`src/rtl/swseq_pkg.sv`:
```
package swseq_pkg;

    localparam int SEQ_LEN = 6;
    localparam int PRE_LEN = SEQ_LEN - 1;
    localparam int CODE_W  = 15;

    typedef logic [CODE_W-1:0] code_t;

    localparam code_t STORE_CODE  = 15'h0FC0;
    localparam code_t RECALL_CODE = 15'h0C63;

    typedef enum logic [1:0] {
        CMD_NONE   = 2'd0,
        CMD_STORE  = 2'd1,
        CMD_RECALL = 2'd2
    } cmd_e;

    typedef enum logic [1:0] {
        HOLD_IDLE = 2'd0,
        HOLD_WAIT = 2'd1,
        HOLD_RUN  = 2'd2
    } hold_e;

    typedef struct packed {
        logic take;
        logic is_wr;
    } qual_t;

    function automatic code_t prefix_code(input int idx);
        code_t c;
        case (idx)
            0:       c = 15'h0E38;
            1:       c = 15'h31C7;
            2:       c = 15'h03E0;
            3:       c = 15'h3C1F;
            4:       c = 15'h303F;
            default: c = '0;
        endcase
        return c;
    endfunction

endpackage

```
`src/rtl/swseq_gate.sv`:
```
module swseq_gate
    import swseq_pkg::*;
(
    input  logic  acc_vld,
    input  logic  acc_wr,
    input  logic  xfer_busy,
    input  logic  chip_off,
    output qual_t qual
);

    always_comb begin
        qual.take  = acc_vld && !xfer_busy && !chip_off;
        qual.is_wr = acc_wr;
    end

endmodule

```
`src/rtl/swseq_matcher.sv`:
```
module swseq_matcher
    import swseq_pkg::*;
#(
    parameter int ADDR_W = 15
) (
    input  logic              clk,
    input  logic              rst,
    input  qual_t             qual,
    input  logic [ADDR_W-1:0] addr,
    output cmd_e              cmd_now,
    output logic              store_go,
    output logic              recall_go
);

    localparam int STEP_W = $clog2(SEQ_LEN);

    logic [STEP_W-1:0]  step_q, step_d;
    logic [PRE_LEN-1:0] hit_pre, step_sel;
    logic               hit_exp, hit_store, hit_recall;

    genvar g;
    generate
        for (g = 0; g < PRE_LEN; g++) begin : g_cmp
            assign hit_pre[g] = (addr == ADDR_W'(prefix_code(g)));
        end
    endgenerate

    assign hit_store  = (addr == ADDR_W'(STORE_CODE));
    assign hit_recall = (addr == ADDR_W'(RECALL_CODE));
    assign step_sel   = PRE_LEN'(1) << step_q;
    assign hit_exp    = |(hit_pre & step_sel);

    always_comb begin
        step_d  = step_q;
        cmd_now = CMD_NONE;
        if (qual.take) begin
            if (qual.is_wr) begin
                step_d = '0;
            end else if (step_q < STEP_W'(PRE_LEN)) begin
                if (hit_exp)         step_d = step_q + STEP_W'(1);
                else if (hit_pre[0]) step_d = STEP_W'(1);
                else                 step_d = '0;
            end else begin
                step_d = '0;
                if (hit_store)       cmd_now = CMD_STORE;
                else if (hit_recall) cmd_now = CMD_RECALL;
                else if (hit_pre[0]) step_d  = STEP_W'(1);
            end
        end
    end

    always_ff @(posedge clk) begin
        if (rst) begin
            step_q    <= '0;
            store_go  <= 1'b0;
            recall_go <= 1'b0;
        end else begin
            step_q    <= step_d;
            store_go  <= (cmd_now == CMD_STORE);
            recall_go <= (cmd_now == CMD_RECALL);
        end
    end


    step_range_chk: assert property (@(posedge clk) disable iff (rst)
        step_q <= STEP_W'(PRE_LEN));


    idle_stable_chk: assert property (@(posedge clk) disable iff (rst)
        !qual.take |=> $stable(step_q));

endmodule

```
`src/rtl/swseq_hold.sv`:
```
module swseq_hold
    import swseq_pkg::*;
(
    input  logic clk,
    input  logic rst,
    input  logic fire,
    input  logic xfer_busy,
    output logic chip_off
);

    hold_e hold_q, hold_d;

    always_comb begin
        hold_d = hold_q;
        case (hold_q)
            HOLD_IDLE: if (fire)       hold_d = HOLD_WAIT;
            HOLD_WAIT: if (xfer_busy)  hold_d = HOLD_RUN;
            HOLD_RUN:  if (!xfer_busy) hold_d = HOLD_IDLE;
            default:                   hold_d = HOLD_IDLE;
        endcase
    end

    always_ff @(posedge clk) begin
        if (rst) hold_q <= HOLD_IDLE;
        else     hold_q <= hold_d;
    end

    assign chip_off = (hold_q != HOLD_IDLE);


    wait_busy_chk: assert property (@(posedge clk) disable iff (rst)
        (hold_q == HOLD_WAIT && !xfer_busy) |=> (hold_q == HOLD_WAIT));


    no_refire_chk: assert property (@(posedge clk) disable iff (rst)
        (hold_q != HOLD_IDLE) |-> !fire);

endmodule

```
`src/rtl/swseq_detect.sv`:
```
module swseq_detect
    import swseq_pkg::*;
#(
    parameter int ADDR_W = 15
) (
    input  logic              clk,
    input  logic              rst,
    input  logic              acc_vld,
    input  logic              acc_wr,
    input  logic [ADDR_W-1:0] acc_addr,
    input  logic              xfer_busy,
    output logic              store_go,
    output logic              recall_go,
    output logic              chip_off
);

    qual_t qual;
    cmd_e  cmd_now;

    swseq_gate u_gate (
        .acc_vld   (acc_vld),
        .acc_wr    (acc_wr),
        .xfer_busy (xfer_busy),
        .chip_off  (chip_off),
        .qual      (qual)
    );

    swseq_matcher #(.ADDR_W(ADDR_W)) u_match (
        .clk       (clk),
        .rst       (rst),
        .qual      (qual),
        .addr      (acc_addr),
        .cmd_now   (cmd_now),
        .store_go  (store_go),
        .recall_go (recall_go)
    );

    swseq_hold u_hold (
        .clk       (clk),
        .rst       (rst),
        .fire      (cmd_now != CMD_NONE),
        .xfer_busy (xfer_busy),
        .chip_off  (chip_off)
    );


    wr_no_cmd_chk: assert property (@(posedge clk) disable iff (rst)
        (acc_vld && acc_wr) |=> (!store_go && !recall_go));


    busy_no_cmd_chk: assert property (@(posedge clk) disable iff (rst)
        (acc_vld && xfer_busy) |=> (!store_go && !recall_go));


    pulse_off_chk: assert property (@(posedge clk) disable iff (rst)
        (store_go || recall_go) |-> chip_off);


    release_chk: assert property (@(posedge clk) disable iff (rst)
        $fell(chip_off) |-> !$past(xfer_busy));


    excl_go_chk: assert property (@(posedge clk) disable iff (rst)
        $onehot0({store_go, recall_go}));


    store_once_chk: assert property (@(posedge clk) disable iff (rst)
        store_go |=> !store_go);


    recall_once_chk: assert property (@(posedge clk) disable iff (rst)
        recall_go |=> !recall_go);

endmodule

```
`config.mk`:
```
export PLATFORM = sky130hd
export DESIGN_NAME = swseq_detect
export DESIGN_NICKNAME = d
export VERILOG_FILES = /design/src/rtl/swseq_pkg.sv /design/src/rtl/swseq_gate.sv /design/src/rtl/swseq_matcher.sv /design/src/rtl/swseq_hold.sv /design/src/rtl/swseq_detect.sv
export SDC_FILE = /design/constraint.sdc
export NUM_CORES = 1
export LEC_CHECK = 0
export BUFFER_PORTS_ARGS = -buffer_cell sky130_fd_sc_hd__buf_4
export CAP_MARGIN = 20
export CORE_AREA = 2 2 39 41
export DETAILED_ROUTE_END_ITERATION = 6
export DIE_AREA = 0 0 41 43
export PLACE_DENSITY = 0.75
export SYNTH_ARGS = -nofsm -noshare
export SYNTH_HDL_FRONTEND = slang
export SYNTH_HIERARCHICAL = 1
export SYNTH_SLANG_ARGS = --single-unit
```
`constraint.sdc`:
```
create_clock -name clk -period 2.75 [get_ports clk]
set_clock_uncertainty 0.1 [all_clocks]
set_input_delay 0.275 -clock clk [delete_from_list [all_inputs] [get_ports clk]]
set_output_delay 0.275 -clock clk [all_outputs]
set_load 0.05 [all_outputs]
```
==> impl_metrics.toml, run 1 <==
[outcome]
status = "complete, no violations"

[route]
totalWireLength_um = 1530
drc = 0
routedWlPerCell_um = 13.0
antenna_left = 0
drt_iter0_drc = 29
vias = 688
drtPass1Iterations = 4
avgViaCountPerCell = 5.88
wl_met1_um = 634
top_layer_used = "met3"
wl_met2_um = 782
dr_wl_met3_um = 108

[yosys]
yosys_register_bits = 7
yosys.area.top_type = "dfxtp_1"
yosys-top-cells-count = "dfxtp_1 (7), nor3_1 (7), ha_1 (5), nand2b_1 (5), inv_1 (4)"
synth_area_leaders = "dfxtp_1 (22%), ha_1 (9.8%), nor3_1 (5.5%)"
avgSynthCellArea_um2 = 8.43
ys_async_sr_fraction_pct = 0
syn_area_um2 = 641
syn_nets = 101
synth_edf_count = 0
yosys.area.top_type_share_pct = 21.9
synth.distinct_cells = 36
ys_warn_count = 6
ys.flop_type = "dfxtp_1"
syn_inst = 76
yosysSeqAreaShare_pct = 21.9

[timing]
tightest_slew_ns = 0.482
fin_crit_sh_pct = 72.2
fin_crit_ns = 1.99
hold_violations = 0
fin_tns_setup_ns = 0
max-slew-margin-rel_pct = 67.7
fmax_mhz = 504
rsz0062_at_grt = "no"
drv_slew = 0
hold_slack_ns = 0.144
setup_viol_count_final = 0

[hold_path]
whs_path_depth = 2
holdPathEnd = "u_match/step_q[1]"
hp-start = "rst"
worstHoldPathType = "in2reg"

[global_routing]
grt_pass1_vias = 594
grt_max_degree = 8
antenna_found_initial = 0
overflow = 0
grt_pass1_wl_um = 2390
grt_usage_pct = 19.6

[clock_network]
path_clk_slew_ns = 0.05
cts_buffer_depth = 2
tritoncts = "done"
cts_buffers = 3
clock_latency_ns = 0.25
htree_levels = 1
clock-root-buffer = "clkbuf_4"
clock-sinks = 7
postCtsSetupBuffers = 0
cts_resized = 0
hold_buffers = 0

[die]
die_x_um = 41
ioPinCount = 23
die_h_um = 43
rows = 14
dieArea_mm2 = 0.00176
core_mm2 = 0.00138
start_util_pct = 46.3

[worst_setup_path]
crit_path_start_kind = "flip-flop"
path_max_fanout = 5
reg2regPathDepth = 8
r2r_end = "u_hold/hold_q[0]"
worstSetupEndpointType = "flip-flop"
crit_required_ns = 2.82
r2r_slack_ns = 0.76
cp.arrival_ns = 2.05
critical_path_class = "reg2reg"
r2r_start = "u_hold/hold_q[0]"

[place]
io_buffer_count = 22
place_inst = 113
hpwlAfterDp_um = 1280
globalplace.congestion = 0.781

[power_and_ir_drop]
leakage_uw = 0.000371
ir_worst_vdd_mv = 0.280
power_density_mw_per_mm2 = 279

[final_layout]
nFillCells = 137
drive_gt1_share_pct = 28.7
nets = 127
area_growth_pct = 31.8
n_antenna_cell = 0
fin_cells = 117
multi_input_area_um2 = 478
regArea_um2 = 140

[job]
drv_cap = 0
[layout make-up]
cell class	instances	share of cell area (%)
clock buffer	4	3.11
tap	16	2.37
multi-input combinational	64	56.6
inverter	4	1.78
timing repair buffer	22	19.6
sequential	7	16.6
[sequential cells by signal, summed over array words and instances, names as in the netlist]
register,cells
u_hold/hold_q,2
u_match/recall_go,1
u_match/step_q,3
u_match/store_go,1
[worst max-delay path, stage by stage, from the launching register on]
cell and delay, ns:
dfxtp_1 0.33, or2_1 0.26, nor3b_2 0.29, nor2b_1 0.28, nand2b_1 0.15, nor2_1 0.12, or2_1 0.11, nand2b_1 0.07
a211oi_2 0.21
[cell usage in the layout, fill, tap and decap left out, types with 2 or more instances in the layout]
master	n
and3_1	3
nand2_1	2
nand2b_1	5
buf_4	22
nor3_1	7
clkbuf_4	3
and4_1	2
nor3b_1	3
nor2_1	3
a21oi_1	3
nor2b_1	3
nand3_1	2
dfxtp_1	7
o211a_1	2
ha_1	5
or2_1	2
nand4_1	3
inv_1	4
[power breakdown]
part / internal, uW / switching [uW]
clock: 55.3 / 36.5
sequential: 102 / 0.0000978
combinational: 24.6 / 17.3
[metal layers]
metal | global-route usage [%] | vias up
met5 | 0 | -
met4 | 2.00 | 0
met3 | 9.42 | 0
met2 | 33.4 | 20
met1 | 21.5 | 331
li1 | - | 337
[worst max path at each step]
stage | start | to | cells past startpoint
floorplan | u_hold/hold_q[0] | u_match/step_q[0] | 6
global placement | u_hold/hold_q[0] | u_hold/hold_q[0] | 8
detailed placement | acc_addr[1] | u_hold/hold_q[0] | 8
CTS | u_hold/hold_q[0] | u_hold/hold_q[0] | 8
global route | u_hold/hold_q[1] | u_hold/hold_q[0] | 8
finish | u_hold/hold_q[0] | u_hold/hold_q[0] | 8
[through the flow]
stage          setup WS (ns)  cell area, um^2  utilization, %  total power [uW]
2_1_floorplan          0.712              641               -               116
3_3_place_gp           0.827              818            59.1               144
4_1_cts                0.759              845            61.0               238
6_report               0.764              845            61.0               235
3_5_place_dp           0.731              818            59.1               145
5_1_grt                0.587              845            61.0               250
[logic make-up (layout without fill, tap and decap cells)]
| family | count (synthesis) | after routing | share of synthesized area [%] |
|---|---|---|---|
| fa+ha+maj | 5 | 5 | 9.77 |
| buf+inv | 5 | 30 | 3.52 |
| flops | 7 | 7 | 21.9 |
| simple gates | 47 | 47 | 50.8 |
| compound gates | 11 | 11 | 12.7 |
| xor+xnor | 1 | 1 | 1.37 |
Power figures use the tool's default switching activity.
==> run 2: changes to the inputs <==
Settings changed: CORE_AREA 2 2 39 41 to unset, CORE_UTILIZATION set to 47, DIE_AREA 0 0 41 43 to unset, PLACE_DENSITY 0.75 to 0.73.
Clock period 2.75 ns to 2 ns, I/O delays scaled along.
==> run 2 against run 1 <==
Compared with the run above:
- sequential cell count stayed put
- count of clock-buffer cells in the layout stayed put
- critical endpoint is now u_match/step_q[0]
- clock power is 37% higher
==> impl_metrics.toml, run 2 (synthesis gave the netlist of run 1 again) <==
[final_layout]
final_cell_mix = "buf_4 (25), dfxtp_1 (7), nor3_1 (7)"
design_area_um2 = 873
largest_register_ffs = 3
fin_cells = 118
layout_commonest_cell = "buf_4"
regMostFlops = "u_match/step_q"
nets = 130
utilization_pct = 73.6
nFillCells = 96
area_growth_pct = 36.3
reg.largest.list = "u_match/step_q: 3 flops, u_hold/hold_q: 2 flops"
n_antenna_cell = 0
drive_gt1_share_pct = 31.7

[route]
antenna_left = 0
totalWireLength_um = 1590
drc = 0
avgViaCountPerCell = 5.90
vias = 696
drtPass1Iterations = 4
routedWlPerCell_um = 13.5
drt_iter0_drc = 22

[die]
die_x_um = 38.9
rows = 12
die_h_um = 38.9
dieArea_mm2 = 0.00151
core_mm2 = 0.00119
ioPinCount = 23
start_util_pct = 54.0

[timing]
drv_slew = 0
fmax_mhz = 521
tightest_slew_ns = 0.301
hold_slack_ns = 0.0627
hold_violations = 0
fin_crit_ns = 1.92
fin_crit_sh_pct = 95.9
setup_viol_count_final = 0
max-slew-margin-rel_pct = 79.8

[clock_network]
cts_buffer_depth = 2
path_clk_slew_ns = 0.05
clock-sinks = 7
hold_buffers = 0
cts_buffers = 3
htree_levels = 1
clock-root-buffer = "clkbuf_4"
clock_latency_ns = 0.25
tritoncts = "done"

[global_routing]
overflow = 0
grt_pass1_wl_um = 2570
grt_max_degree = 8
grt_usage_pct = 25.4
antenna_found_initial = 0
grt_pass1_vias = 615

[hold_path]
worstHoldPathType = "in2reg"

[power_and_ir_drop]
power_density_mw_per_mm2 = 376
ir_worst_vdd_mv = 0.510
leakage_uw = 0.000387
power_uw = 329

[outcome]
status = "complete, no violations"

[place]
io_buffer_count = 22
globalplace.congestion = 0.826
hpwlAfterDp_um = 1290
dpl_cell_area_um2 = 833
place_inst = 113

[worst_setup_path]
path_max_fanout = 4
critical_path_class = "reg2reg"
cp.arrival_ns = 1.96
worstSetupEndpointType = "flip-flop"
crit_path_start_kind = "flip-flop"
crit_required_ns = 2.04
r2r_slack_ns = 0.08

[job]
drv_cap = 0
run 2: changes by cell type in the layout (fill, tap and decap cells not counted):
cell	previous run	this run
buf_4	22	25
or2_4	0	1
or2_1	2	1
nor3b_4	0	1
nor3b_2	1	0
run 2: path summary, 6_finish.rpt:
check	startpoint	end	cells past startpoint
hold / removal	rst	u_hold/hold_q[0]	2
setup reg to reg	u_hold/hold_q[1]	u_match/step_q[0]	6
setup / recovery	u_hold/hold_q[1]	u_match/step_q[0]	6
hold reg to reg	u_hold/hold_q[1]	u_hold/hold_q[0]	1
run 2: report_power, final:
part           switching [uW]  internal, uW  total (uW)
clock network            50.1          76.0         126
registers            0.000138           140         140
logic                    25.8          36.9        62.8
run 2: through the flow:
step                worst slack, ns  TNS (ns)
detailed placement           0.0811         0
global route                -0.0223   -0.0223
global placement             0.0842         0
finish                       0.0816         0
floorplan                     0.115         0
CTS                          0.0463         0
run 2: repair_timing:
item,4_1_cts,5_1_grt
gates resized for setup,0,1
buffers inserted,0,1
setup endpoints to repair,0,2
run 2: critical path, stage by stage, from the launching register on:
cell      delay, ns
dfxtp_1        0.34
or2_4          0.25
nor3b_4        0.25
nand2b_1       0.16
nand2_1        0.05
or4_1          0.50
o211a_1        0.13
run 2: routing by layer:
layer	GRT usage (%)	vias up	part of all wire, %
li1	-	345	-
met1	30.6	321	45
met2	42.1	28	48
met3	10.4	2	6.7
met4	5.17	0	0.63
met5	0	-	0
run 2: layout make-up:
class	count	area, um^2	area share (%)
clock buffer	4	26.3	3.01
inverter	4	15.0	1.72
multi-input combinational	64	487	55.7
sequential	7	140	16.0
tap	14	17.5	2.01
timing repair buffer	25	188	21.5
==> run 3: changes to the inputs <==
Settings changed: SETUP_SLACK_MARGIN set to 0.15, SLEW_MARGIN set to 0.
==> run 3 against run 2 <==
Compared with the run above:
- count of clock-buffer cells in the layout unchanged
- register-to-register slack better by 0.11 ns
- maximum frequency up 5.8%
- combinational power up 7.2%
- wire length up 12%
- sequential cell count unchanged
- largest power group unchanged
- highest routed layer unchanged
==> impl_metrics.toml, run 3 (synthesis gave the netlist of run 1 again) <==
[worst_setup_path]
setup.worst_path.start = "u_match/step_q[1]"
critical_path_class = "reg2reg"
path_max_fanout = 5
crit_required_ns = 2.05
r2r_end = "u_match/step_q[0]"
worstSetupEndpointType = "flip-flop"
crit_path_start_kind = "flip-flop"
r2r_start = "u_match/step_q[1]"
cp.arrival_ns = 1.86
reg2regPathDepth = 6
r2r_slack_ns = 0.19

[final_layout]
area_growth_pct = 44.7
reg.largest.list = "u_match/step_q: 3 flops, u_hold/hold_q: 2 flops"
multi_input_area_um2 = 509
fin_cells = 121
nets = 133
nFillCells = 86
regArea_um2 = 149
layout_commonest_cell = "buf_4"
largest_register_ffs = 3
n_antenna_cell = 0
drive_gt1_share_pct = 39.3
final_cell_mix = "buf_4 (28), nor3_1 (7), ha_1 (5)"
regMostFlops = "u_match/step_q"

[timing]
setup_viol_count_final = 0
fin_tns_setup_ns = 0
max-slew-margin-rel_pct = 67.2
layout_setup_ws_ns = 0.187
hold_violations = 0
rsz0062_at_grt = "yes"
drv_slew = 0
hold_slack_ns = 0.0614
fmax_mhz = 552
fin_crit_ns = 1.81
tightest_slew_ns = 0.489
fin_crit_sh_pct = 90.6

[global_routing]
grt_usage_pct = 29.2
overflow = 0
grt_pass1_vias = 706
grt_max_degree = 8
antenna_found_initial = 0
grt_pass1_wl_um = 2940

[clock_network]
hold_buffers = 0
htree_levels = 1
clock-root-buffer = "clkbuf_4"
tritoncts = "done"
cts_buffers = 3
cts_buffer_depth = 2
clock-sinks = 7
path_clk_slew_ns = 0.05
clock_latency_ns = 0.26

[die]
ioPinCount = 23
core_mm2 = 0.00119
die_h_um = 38.9
rows = 12
die_x_um = 38.9
start_util_pct = 54.0
dieArea_mm2 = 0.00151

[route]
routedWlPerCell_um = 14.7
avgViaCountPerCell = 6.06
drtPass1Iterations = 4
drt_iter0_drc = 25
totalWireLength_um = 1780
antenna_left = 0
drc = 0
vias = 733

[hold_path]
hp-start = "rst"
whs_path_depth = 2
worstHoldPathType = "in2reg"
holdPathEnd = "u_match/step_q[1]"

[power_and_ir_drop]
leakage_uw = 0.000421
power_density_mw_per_mm2 = 364
ir_worst_vdd_mv = 0.304
power_uw = 338

[place]
dp_worst_setup_slack_ns = 0.0674
place_inst = 114
globalplace.congestion = 0.811
io_buffer_count = 22
hpwlAfterDp_um = 1340

[job]
drv_cap = 0

[outcome]
status = "complete, no violations"
run 3: cell count changes in the layout (fill, tap and decap cells not counted):
cell,change
nand2b_1,-2
dfxtp_2,+1
nand2b_4,+2
nor2b_4,+1
buf_4,+3
dfxtp_4,+2
dfxtp_1,-3
nor2b_1,-1
run 3: metal layers:
metal	track usage, %	routed length [um]	part of all wire (%)	up-vias
li1	-	-	-	349
met1	33.3	726	41	357
met2	49.2	924	52	25
met3	10.4	111	6.2	2
met4	10.3	14	0.79	0
met5	0	0	0	-
run 3: stage by stage:
step                      utilization, %  area [um^2]
after floorplan                        -          658
after global placement              72.2          856
after detailed placement            72.2          856
after CTS                           74.9          888
after global routing                78.2          927
final                               78.2          927
run 3: power by group:
group / switching [uW] / internal, uW
Sequential: 0.0000887 / 137
Combinational: 27.4 / 39.9
Clock: 57.3 / 76.5
Total: 84.7 / 253
run 3: layout make-up:
cell class,instances,share of cell area [%]
flip-flops and latches,7,16.1
inverters,4,1.62
multi-input cells,64,54.9
repair buffers,28,22.7
well taps,14,1.89
clock buffers,4,2.83
run 3: worst max path at each step:
stage / to / slack [ns]
floorplan: u_match/step_q[0] / 0.16
global placement: u_match/step_q[0] / 0.09
detailed placement: u_match/step_q[0] / 0.07
CTS: u_match/step_q[0] / 0.13
global route: u_match/step_q[2] / 0.08
finish: u_match/step_q[0] / 0.19
run 3: worst max-delay path, cell delays in order, from the launching register on:
cell	delay, ns
dfxtp_4	0.37
inv_1	0.06
ha_1	0.16
and4_1	0.15
o211a_1	0.23
or4_1	0.50
o211a_1	0.14
run 3: timing repair:
action,in CTS,in global routing
setup endpoints to repair,2,4
gates cloned,0,0
resized for setup,3,4
buffers inserted,0,3
pin swaps,0,2
